==> src/rtl/mac_pkg.sv <==
package mac_pkg;

  typedef enum logic [1:0] {
    ST_IDLE = 2'd0,
    ST_ITER = 2'd1,
    ST_ADD  = 2'd2,
    ST_HIGH = 2'd3
  } mac_st_e;

endpackage

==> src/rtl/mac_step.sv <==
// One radix-2^DW digit step: adds the shifted partial product and decides
// whether the unconsumed multiplier bits still carry information.
module mac_step #(
  parameter int XW = 32,
  parameter int DW = 8,
  localparam int PW   = 2 * XW,
  localparam int NDIG = XW / DW,
  localparam int PCW  = $clog2(NDIG + 1),
  localparam int SW   = $clog2(PW + 1)
) (
  input  logic [PW-1:0]  sum_q,
  input  logic [PW-1:0]  mcand_q,
  input  logic [XW-1:0]  rem_q,
  input  logic [PCW-1:0] pos_q,
  input  logic           sfill,
  output logic [PW-1:0]  sum_d,
  output logic [XW-1:0]  rem_d,
  output logic           stop
);

  logic [DW-1:0] digit;
  logic [DW-1:0] fill;
  logic [SW-1:0] sh_cur;
  logic [SW-1:0] sh_nxt;
  logic [PW-1:0] partial;
  logic [PW-1:0] corr;
  logic          rest_zero;
  logic          rest_ones;

  always_comb begin
    digit     = rem_q[DW-1:0];
    fill      = sfill ? {DW{rem_q[XW-1]}} : '0;
    rem_d     = {fill, rem_q[XW-1:DW]};
    rest_zero = ~|rem_d;
    rest_ones = sfill && (&rem_d);
    stop      = rest_zero || rest_ones;
    sh_cur    = SW'(pos_q) * SW'(DW);
    sh_nxt    = sh_cur + SW'(DW);
    partial   = (mcand_q * PW'(digit)) << sh_cur;
    // remaining bits read as -1: take one multiplicand weight off
    corr      = rest_ones ? (mcand_q << sh_nxt) : '0;
    sum_d     = sum_q + partial - corr;
  end

endmodule

==> src/rtl/mac_ctrl.sv <==
module mac_ctrl
  import mac_pkg::*;
(
  input  logic    clk,
  input  logic    rst_n,
  input  logic    in_valid,
  input  logic    op_add,
  input  logic    op_long,
  input  logic    step_stop,
  output logic    in_ready,
  output logic    busy,
  output logic    accept,
  output mac_st_e st,
  output logic    long_q,
  output logic    finish
);

  mac_st_e st_q, st_d;
  logic    add_q;

  assign st       = st_q;
  assign busy     = (st_q != ST_IDLE);
  assign in_ready = ~busy;
  assign accept   = in_valid && (st_q == ST_IDLE);

  always_comb begin
    st_d   = st_q;
    finish = 1'b0;
    unique case (st_q)
      ST_IDLE: if (accept) st_d = ST_ITER;
      ST_ITER: if (step_stop) begin
        if (add_q)       st_d = ST_ADD;
        else if (long_q) st_d = ST_HIGH;
        else begin
          st_d   = ST_IDLE;
          finish = 1'b1;
        end
      end
      ST_ADD: if (long_q) st_d = ST_HIGH;
        else begin
          st_d   = ST_IDLE;
          finish = 1'b1;
        end
      ST_HIGH: begin
        st_d   = ST_IDLE;
        finish = 1'b1;
      end
      default: st_d = ST_IDLE;
    endcase
  end

  always_ff @(posedge clk or negedge rst_n) begin
    if (!rst_n) begin
      st_q   <= ST_IDLE;
      add_q  <= 1'b0;
      long_q <= 1'b0;
    end else begin
      st_q <= st_d;
      if (accept) begin
        add_q  <= op_add;
        long_q <= op_long;
      end
    end
  end

  AST_ACCEPT_BUSY: assert property (@(posedge clk) disable iff (!rst_n)
    (in_valid && in_ready) |=> busy);

endmodule

==> src/rtl/mac_flags.sv <==
module mac_flags #(
  parameter int XW = 32,
  localparam int PW = 2 * XW
) (
  input  logic          clk,
  input  logic          rst_n,
  input  logic          finish,
  input  logic          long_mode,
  input  logic [PW-1:0] fin_val,
  output logic          out_valid,
  output logic [PW-1:0] out_result,
  output logic          out_neg,
  output logic          out_zero
);

  logic [PW-1:0] res_d;

  always_comb begin
    res_d = long_mode ? fin_val : {{(PW-XW){1'b0}}, fin_val[XW-1:0]};
  end

  always_ff @(posedge clk or negedge rst_n) begin
    if (!rst_n) begin
      out_valid  <= 1'b0;
      out_result <= '0;
      out_neg    <= 1'b0;
      out_zero   <= 1'b0;
    end else begin
      out_valid <= finish;
      if (finish) begin
        out_result <= res_d;
        out_neg    <= long_mode ? res_d[PW-1] : res_d[XW-1];
        out_zero   <= ~|res_d;
      end
    end
  end

  AST_DONE_PULSE: assert property (@(posedge clk) disable iff (!rst_n)
    out_valid |=> !out_valid);
  AST_HOLD_RESULT: assert property (@(posedge clk) disable iff (!rst_n)
    !out_valid |-> $stable(out_result));
  AST_ZERO_FLAG: assert property (@(posedge clk) disable iff (!rst_n)
    (out_valid && out_zero) |-> (out_result == '0));

endmodule

==> src/rtl/early_mac.sv <==
module early_mac
  import mac_pkg::*;
#(
  parameter int XW = 32,
  parameter int DW = 8,
  localparam int PW   = 2 * XW,
  localparam int NDIG = XW / DW,
  localparam int PCW  = $clog2(NDIG + 1)
) (
  input  logic          clk,
  input  logic          rst_n,
  input  logic          in_valid,
  output logic          in_ready,
  input  logic [1:0]    in_op,
  input  logic          in_signed,
  input  logic [XW-1:0] in_mcand,
  input  logic [XW-1:0] in_mplier,
  input  logic [PW-1:0] in_acc,
  output logic          busy,
  output logic          out_valid,
  output logic [PW-1:0] out_result,
  output logic          out_neg,
  output logic          out_zero
);

  mac_st_e        st;
  logic           accept;
  logic           finish;
  logic           long_q;
  logic           step_stop;
  logic [PW-1:0]  sum_q, sum_d;
  logic [PW-1:0]  mcand_q;
  logic [PW-1:0]  addend_q;
  logic [XW-1:0]  rem_q, rem_d;
  logic [PCW-1:0] pos_q;
  logic           sfill_q;
  logic [PW-1:0]  fin_val;
  logic           sign_ops;

  assign sign_ops = in_op[1] && in_signed;

  mac_ctrl u_ctrl (
    .clk      (clk),
    .rst_n    (rst_n),
    .in_valid (in_valid),
    .op_add   (in_op[0]),
    .op_long  (in_op[1]),
    .step_stop(step_stop),
    .in_ready (in_ready),
    .busy     (busy),
    .accept   (accept),
    .st       (st),
    .long_q   (long_q),
    .finish   (finish)
  );

  mac_step #(.XW(XW), .DW(DW)) u_step (
    .sum_q  (sum_q),
    .mcand_q(mcand_q),
    .rem_q  (rem_q),
    .pos_q  (pos_q),
    .sfill  (sfill_q),
    .sum_d  (sum_d),
    .rem_d  (rem_d),
    .stop   (step_stop)
  );

  always_ff @(posedge clk or negedge rst_n) begin
    if (!rst_n) begin
      sum_q    <= '0;
      mcand_q  <= '0;
      addend_q <= '0;
      rem_q    <= '0;
      pos_q    <= '0;
      sfill_q  <= 1'b0;
    end else if (accept) begin
      sum_q    <= '0;
      mcand_q  <= sign_ops ? {{(PW-XW){in_mcand[XW-1]}}, in_mcand}
                           : {{(PW-XW){1'b0}}, in_mcand};
      addend_q <= in_op[1] ? in_acc : {{(PW-XW){1'b0}}, in_acc[XW-1:0]};
      rem_q    <= in_mplier;
      pos_q    <= '0;
      // sign-fill for every form except the unsigned 64-bit one
      sfill_q  <= !(in_op[1] && !in_signed);
    end else if (st == ST_ITER) begin
      sum_q <= sum_d;
      rem_q <= rem_d;
      pos_q <= pos_q + PCW'(1);
    end else if (st == ST_ADD) begin
      sum_q <= sum_q + addend_q;
    end
  end

  always_comb begin
    unique case (st)
      ST_ITER: fin_val = sum_d;
      ST_ADD:  fin_val = sum_q + addend_q;
      default: fin_val = sum_q;
    endcase
  end

  mac_flags #(.XW(XW)) u_flags (
    .clk       (clk),
    .rst_n     (rst_n),
    .finish    (finish),
    .long_mode (long_q),
    .fin_val   (fin_val),
    .out_valid (out_valid),
    .out_result(out_result),
    .out_neg   (out_neg),
    .out_zero  (out_zero)
  );

  AST_STEP_BOUND: assert property (@(posedge clk) disable iff (!rst_n)
    (st == ST_ITER && pos_q == PCW'(NDIG-1)) |-> step_stop);
  AST_DONE_IDLE: assert property (@(posedge clk) disable iff (!rst_n)
    out_valid |-> !busy);
  AST_READY_IDLE: assert property (@(posedge clk) disable iff (!rst_n)
    busy |=> (busy || out_valid));

endmodule

==> config.mk <==
export PLATFORM = sky130hd
export DESIGN_NAME = early_mac
export DESIGN_NICKNAME = d
export VERILOG_FILES = /design/src/rtl/mac_pkg.sv /design/src/rtl/mac_step.sv /design/src/rtl/mac_ctrl.sv /design/src/rtl/mac_flags.sv /design/src/rtl/early_mac.sv
export SDC_FILE = /design/constraint.sdc
export NUM_CORES = 2
export LEC_CHECK = 0
export BUFFER_PORTS_ARGS = -buffer_cell sky130_fd_sc_hd__buf_2
export CORE_UTILIZATION = 59
export DETAILED_ROUTE_END_ITERATION = 6
export HOLD_SLACK_MARGIN = 0.15
export PLACE_DENSITY = 0.89
export SLEW_MARGIN = 5
export SYNTH_ARGS = -nofsm -noshare
export SYNTH_HDL_FRONTEND = slang
export SYNTH_HIERARCHICAL = 1
export SYNTH_SLANG_ARGS = --single-unit
==> constraint.sdc <==
create_clock -name clk -period 10.84 [get_ports clk]
set_input_delay 0 -clock clk [delete_from_list [all_inputs] [get_ports clk]]
set_output_delay 0 -clock clk [all_outputs]
set_load 0.05 [all_outputs]
==> After elaboration in Yosys (flattened, before gate mapping) <==
Index checks and enable logic that the tools add are counted.
{ "word_totals": {"output_inout_bits": 69, "word_cells": 67, "ff_bits": 299, "input_bits": 134} }
{ "classes": {"mux": 23, "n_reduce_logical": 17, "n_mul": 1, "shifts": 2, "n_eq_ne": 5, "addsub": 5, "n_bitwise": 1} }
{ "ops": {"columns": ["op", "n"], "rows": [
  ["$mux W64", 7],
  ["$add A64 B64 Y64", 2],
  ["$pmux W64 S2", 1],
  ["$mul A64 B8 Y64", 1],
  ["$mux W32", 2],
  ["$reduce_or A64 Y1", 1],
  ["$shl A64 B6 Y64", 1],
  ["$shl A64 B7 Y64", 1],
  ["$sub A64 B64 Y64", 1],
  ["$reduce_and A32 Y1", 1],
  ["$reduce_or A32 Y1", 1],
  ["$mux W2", 4],
  ["$mux W8", 1],
  ["$pmux W2 S4", 1],
  ["$add A6 B4 Y7 const B", 1],
  ["$mux W3", 2],
  ["$eq A2 B2 Y1 const B", 2],
  ["$logic_and A1 B1 Y1", 4],
  ["$logic_not A1 Y1", 4],
  ["$mux W1", 4],
  ["$ne A2 B2 Y1 const B", 2],
  ["$reduce_bool A2 Y1", 2],
  ["$add A3 B1 Y3 const B", 1],
  ["$pmux W1 S3", 1],
  ["other kinds (6)", 6]
]} }

==> Depth between registers and ports, before layout <==
{ "depth": {"ltp_word": 9, "ltp_mapped": 44, "mapped_depth_nobuf": 42} }

==> By module <==
The synthesis kept the hierarchy.
{ "modules_own_cells": {"columns": ["module", "seq_area_each_um2", "instances", "area_each_um2", "cells_each"], "rows": [
  ["mac_step", 0.0, 1, 23547.6, 2944],
  ["early_mac", 4929.7, 1, 13361.6, 1575],
  ["mac_flags", 1676.6, 1, 2733.9, 240],
  ["mac_ctrl", 100.1, 1, 221.5, 21]
]} }

==> Worst setup path before layout <==
No wires, ideal clock.
{ "synth_path": {"kind": "flip-flop to flip-flop", "start": "reg mcand_q[62]", "end": "reg u_flags.out_zero", "path_buffers": 2, "period_less_slack_ns": 9.707, "t_required_ns": 10.774, "setup_time_ns": 0.066, "arrival_ns": 9.641, "path_stages_with_launch": 39, "setup_slack_ns": 1.133, "cell_sequence": "dfrtp_1 -> buf_1 -> and2_1 -> fa_1 -> fa_1 -> fa_1 -> fa_1 -> ha_1 -> buf_2 -> nand4_1 -> or3_1 -> o221a_2 -> o21a_1 -> and4_1 -> o21ai_0 -> xnor2_1 -> o211ai_1 -> o21ai_0 -> [3 not listed] -> ha_1 -> inv_1 -> nor2_1 -> nand3_1 -> or3_1 -> a211oi_2 -> a211oi_1 -> o21bai_1 -> a31oi_1 -> or3b_1 -> o311ai_1 -> xor2_1 -> nand2_1 -> o221ai_1 -> nor4_1 -> nand4_1 -> o21ai_0 -> a22o_1"} }
{ "synth_between": {"elab_chain_cells": 8, "word_cells_on_any_way": 10, "classes_between": "add/sub: 2; mul: 1; shift: 2; mux: 3; reduce/logical: 2"} }
{ "synth_lines": {"columns": ["element", "line", "text"], "rows": [
  ["start: declaration", "early_mac.sv:32", "logic [PW-1:0] mcand_q;"],
  ["start signal: assignment", "early_mac.sv:78", "mcand_q <= sign_ops ? {{(PW-XW){in_mcand[XW-1]}}, in_mcand}"],
  ["$mul A64 B8 Y64", "mac_step.sv:39", "partial = (mcand_q * PW'(digit)) << sh_cur;"],
  ["$shl A64 B6 Y64", "mac_step.sv:39", null],
  ["$add A64 B64 Y64", "mac_step.sv:42", "sum_d = sum_q + partial - corr;"],
  ["$sub A64 B64 Y64 (*)", "mac_step.sv:42", null],
  ["net sum_d[60]", "early_mac.sv:31", "logic [PW-1:0] sum_q, sum_d;"],
  ["$pmux W64 S2 (*)", "early_mac.sv:95", "unique case (st)"],
  ["net fin_val[60]", "early_mac.sv:37", "logic [PW-1:0] fin_val;"],
  ["$mux W64 (*)", "mac_flags.sv:19", "res_d = long_mode ? fin_val : {{(PW-XW){1'b0}}, fin_val[XW-1:0]};"],
  ["$reduce_or A64 Y1 (*)", "mac_flags.sv:33", "out_zero <= ~|res_d;"],
  ["$logic_not A1 Y1 (*)", "mac_flags.sv:33", null],
  ["end signal: assignment", "mac_flags.sv:33", null],
  ["end: declaration", "mac_flags.sv:13", "output logic out_zero"]
]} }
The timed path passes the listed nets; every way through them passes the cells marked *.
A chain may end at the register's enable or synchronous reset.

==> Final worst setup path <==
{ "layout_path": {"start": "reg rem_q[5]", "end": "reg u_flags.out_zero"} }
{ "layout_between": {"elab_chain_cells": 8} }
{ "layout_lines": {"columns": ["element", "line", "text"], "rows": [
  ["start: declaration", "early_mac.sv:34", "logic [XW-1:0] rem_q, rem_d;"],
  ["start signal: assignment", "early_mac.sv:81", "rem_q <= in_mplier;"],
  ["start signal: assignment", "early_mac.sv:87", "rem_q <= rem_d;"],
  ["$mul A64 B8 Y64", "mac_step.sv:39", null],
  ["$shl A64 B6 Y64", "mac_step.sv:39", null],
  ["$add A64 B64 Y64", "mac_step.sv:42", null],
  ["$sub A64 B64 Y64", "mac_step.sv:42", null],
  ["net sum_d[60]", "early_mac.sv:31", null],
  ["$pmux W64 S2", "early_mac.sv:95", null],
  ["net fin_val[60]", "early_mac.sv:37", null],
  ["$mux W64", "mac_flags.sv:19", null],
  ["$reduce_or A64 Y1", "mac_flags.sv:33", null],
  ["$logic_not A1 Y1", "mac_flags.sv:33", null]
]} }
The timed path passes the listed nets, and every way through them passes these cells.

==> results.txt <==
The number of endpoints failing setup at the final stage is 0. The routed wirelength normalized by instance count is ~23 µm. The highest net fanout along the worst path came out at 59.

The iteration count of the initial detailed-routing pass came out at 7. The count of unresolved DRC violations after routing came out at 37. The worst setup path is launched from a flop. The number of filler cells placed in the layout is a little over 5,000. The wire length reported by the detailed router came out at 134,100 µm. For this block, the via count after detailed routing is 36,968.

Synthesis inferred between 200 and 300 register bits. The post-route minimum period is about 10 ns. The core region is 66,330 µm². The initial detailed-routing violation count came out at 4,485. The number of hold violations in the final report is 0. Once the floorplan was initialized, standard cells occupied 60.10% of the core. The worst hold path class is in2reg. The total number of placement rows is 94. The mux contribution to synthesized area came out at 6.968%. The library cells used most frequently in the layout, excluding fill and tap cells, are sky130_fd_sc_hd__nand2_1, sky130_fd_sc_hd__inv_1, sky130_fd_sc_hd__fa_1. The worst setup path startpoint is rem_q[5]. The number of enable flip-flop cells after synthesis is 0.

The first-pass GRT wire length came out at 206,600 µm. Counting distinct cell types in the post-synthesis netlist gives 108. Static timing analysis puts the maximum clock frequency at 0.09532 GHz.

During synthesis, Yosys emitted a total of 6 warnings. The half-perimeter wire length after placement is between 90,000 and 100,000 µm. In this run the deepest clock path goes through 3 buffers. The worst max-slew margin expressed relative to the limit came out at between 10% and 20%. The detail route stage leaves a number of antenna-violating nets equal to 0. The transition time at the pin with the least slew margin came out at 1.210 ns. The TritonCTS sink count came out at 268. The vertical die dimension is 261.9 µm. The highest-delay cell along the critical path is sky130_fd_sc_hd__fa_1. In the final design database the tool counted 5,666 nets. The global-route usage over all layers is 38.97%. The die covers 68,610 µm². The worst stage delay on the critical path came out at 0.51 ns.

TritonCTS built the clock tree. By area, the combinational part of the netlist is dominated by adder cells. The later-pin clock latency in the skew report is 0.58 ns. The post-synthesis area per instance is 8.340 µm². Synthesis produced a netlist with a net count of 5,529.

After synthesis the cells add up to 39,860 µm². The area added between synthesis and finish is 10.56%. The worst setup skew after layout is roughly 0.025 ns. Clock-pin slew was measured on the worst setup and hold paths at 0.07 ns. The H-tree depth came out at 2. The run finished, with violations left.

At the placement stage, the worst setup path has a slack of 0.1083 ns. The cell sitting at the root of the clock tree is a sky130_fd_sc_hd__clkbuf_16. After Yosys synthesis, full adders, half adders and majority gates account for 27.06% of the synthesized area. The register area is 6721 µm².

Setup slack on the critical path of the routed design comes to 0.3492 ns. Buffers inserted during clock tree synthesis total 35. The sequential fraction of the synthesis area came out at between 10% and 20%. The final reports fail on DRC. The cell count after synthesis came out at 4,780.

The cell family contributing the most delay on the critical path is compound AO/OA/AOI/OAI gates. Summed over all layers, the global routing overflow is 0. The count of maximum capacitance violations is 0.

The count of boundary I/O pins came out at 203. By instance count, the cell type seen most on the critical path is sky130_fd_sc_hd__fa_1. The startpoint of the lowest-slack register-to-register path is rem_q[5]. Entering global routing, the biggest net connects ~110 pins. The critical path data required time came out at between 10 and 15 ns. The final-report max-slew violation count is 0. The most used flip-flop cell after synthesis is sky130_fd_sc_hd__dfrtp_1.

The arrival time of the worst setup path came out at 10.99 ns. The multi-input logic area is 29,780 µm². The kind of critical path is reg2reg. The initial antenna violation count came to 6.

The startpoint identified for the worst hold timing path is in_acc[51]. The horizontal die dimension came out at 261.9 µm. Leaving out fill and tap cells, the most frequent cell in the layout is sky130_fd_sc_hd__nand2_1. In this run the tool buffered the top-level ports with 202 buffer cells. The post-synthesis xor/xnor area fraction is under 10%. The endpoint class of the critical path is a flop.

The via count normalized by instance count came out at 6.363. The simple-gate share of the synthesized area is 18.05%. The count of buffer and inverter cells on the critical path came out at 4. The worst path uses 96.78% of the clock period. The fraction of the mapped netlist area in compound gates is 18.24%. The congestion estimate from routability-driven global placement came to 1.080.

The via count of the first global-routing pass was between 30,000 and 40,000. The share of final-layout standard cells stronger than drive strength 1 is roughly 12%. The async set-reset flop share out of synthesis is 100.0%.
-- stage by stage --
step | cell area, µm² | hold slack [ns] | setup TNS (ns) | std cells | utilization [%]
after floorplan | 39860 | -0.2956 | 0 | 4780 | -
after global placement | 41310 | 0.007785 | 0 | 5599 | 62.28
after detailed placement | 41310 | 0.02522 | 0 | 5599 | 62.28
after CTS | 43970 | 0.1511 | 0 | 5802 | 66.28
after global routing | 44060 | 0.1864 | -0.04066 | 5806 | 66.43
final | 44070 | 0.1768 | 0 | 5810 | 66.44
-- worst reg2reg max path: cells and delay by family (launching register included) --
family	cells	cell delay, ns
XOR/XNOR	2	0.48
AND/OR/NAND/NOR	9	1.99
buffers and inverters	4	0.44
AO/OA/AOI/OAI	16	3.63
multiplexers	2	0.31
adder cells (fa/ha/maj)	7	3.12
flip-flops	1	0.46
-- state kept, by name, indices dropped and copies added, names as in the netlist, 2 cells and up --
name	count
addend_q	64
mcand_q	33
pos_q	3
rem_q	32
sum_q	64
u_ctrl/st	2
u_flags/out_result	64
-- kinds of logic after synthesis --
family	after synthesis
AND/OR/NAND/NOR	1483
AO/OA/AOI/OAI	1132
buffers and inverters	874
adder cells (fa/ha/maj)	615
flip-flops	268
multiplexers	224
XOR/XNOR	184
-- final cells by class --
cell class                 instances  share of cell area [%]
antenna                            5                 0.02839
clock buffer                      46                   2.217
clock inverter                    15                  0.5365
inverter                         527                   4.488
multi-input combinational       3638                   67.58
sequential                       268                   15.25
tap                              864                   2.453
timing repair buffer             447                   7.449
-- Yosys cell counts (27+ instances only) --
cell type	instances	area, µm²
sky130_fd_sc_hd__a31oi_1	30	187.7
sky130_fd_sc_hd__nand2b_1	36	225.2
sky130_fd_sc_hd__buf_4	36	270.3
sky130_fd_sc_hd__nor3_1	40	200.2
sky130_fd_sc_hd__clkbuf_1	253	949.7
sky130_fd_sc_hd__a21oi_1	327	1637
sky130_fd_sc_hd__and2_1	340	2127
sky130_fd_sc_hd__nand4_1	59	369.1
sky130_fd_sc_hd__nor2_1	182	683.2
sky130_fd_sc_hd__buf_1	34	127.6
sky130_fd_sc_hd__xnor2_1	115	1007
sky130_fd_sc_hd__o21bai_1	39	292.8
sky130_fd_sc_hd__a21o_1	152	1141
sky130_fd_sc_hd__nor4_1	27	168.9
sky130_fd_sc_hd__nand2_1	615	2308
sky130_fd_sc_hd__mux4_2	30	675.7
sky130_fd_sc_hd__nand3_1	94	470.5
sky130_fd_sc_hd__inv_1	524	1967
sky130_fd_sc_hd__o21ai_0	287	1436
sky130_fd_sc_hd__xor2_1	67	586.8
sky130_fd_sc_hd__fa_1	412	8248
sky130_fd_sc_hd__a211oi_1	28	210.2
sky130_fd_sc_hd__dfrtp_1	268	6706
sky130_fd_sc_hd__o211ai_1	33	247.7
sky130_fd_sc_hd__a221oi_1	44	385.4
sky130_fd_sc_hd__ha_1	203	2540
sky130_fd_sc_hd__mux2i_1	72	720.7
sky130_fd_sc_hd__mux2_2	120	1351
-- routing by layer --
layer,GRT usage (%),vias up,share of wire [%]
met5,0,-,0.019
met4,19.89,4,6.0
met3,8.709,570,10
met2,62.47,2206,46
met1,49.58,17891,38
li1,-,16297,-
-- path summary, 6_finish.rpt --
check                      cells past startpoint  slack [ns]                endpoint
hold reg to reg                                1        0.51  u_flags/out_result[23]
setup / recovery                              40        0.35        u_flags/out_zero
min in group asynchronous                      4        0.62  u_flags/out_result[50]
setup reg to reg                              40        0.35        u_flags/out_zero
hold / removal                                 4        0.18            addend_q[51]
max in group asynchronous                      5        8.41                pos_q[0]
-- repair_timing --
action	CTS	global route
endpoints found under the setup margin	1	6
hold buffers	142	0
setup buffers	0	3
hold endpoints to repair	231	0
pin swaps	0	5
cloned	0	0
gates resized for setup	1	13
Power is left out: the tool's default activity adds up to more than one toggle a clock period on the data nets, which glitch-free logic cannot reach.
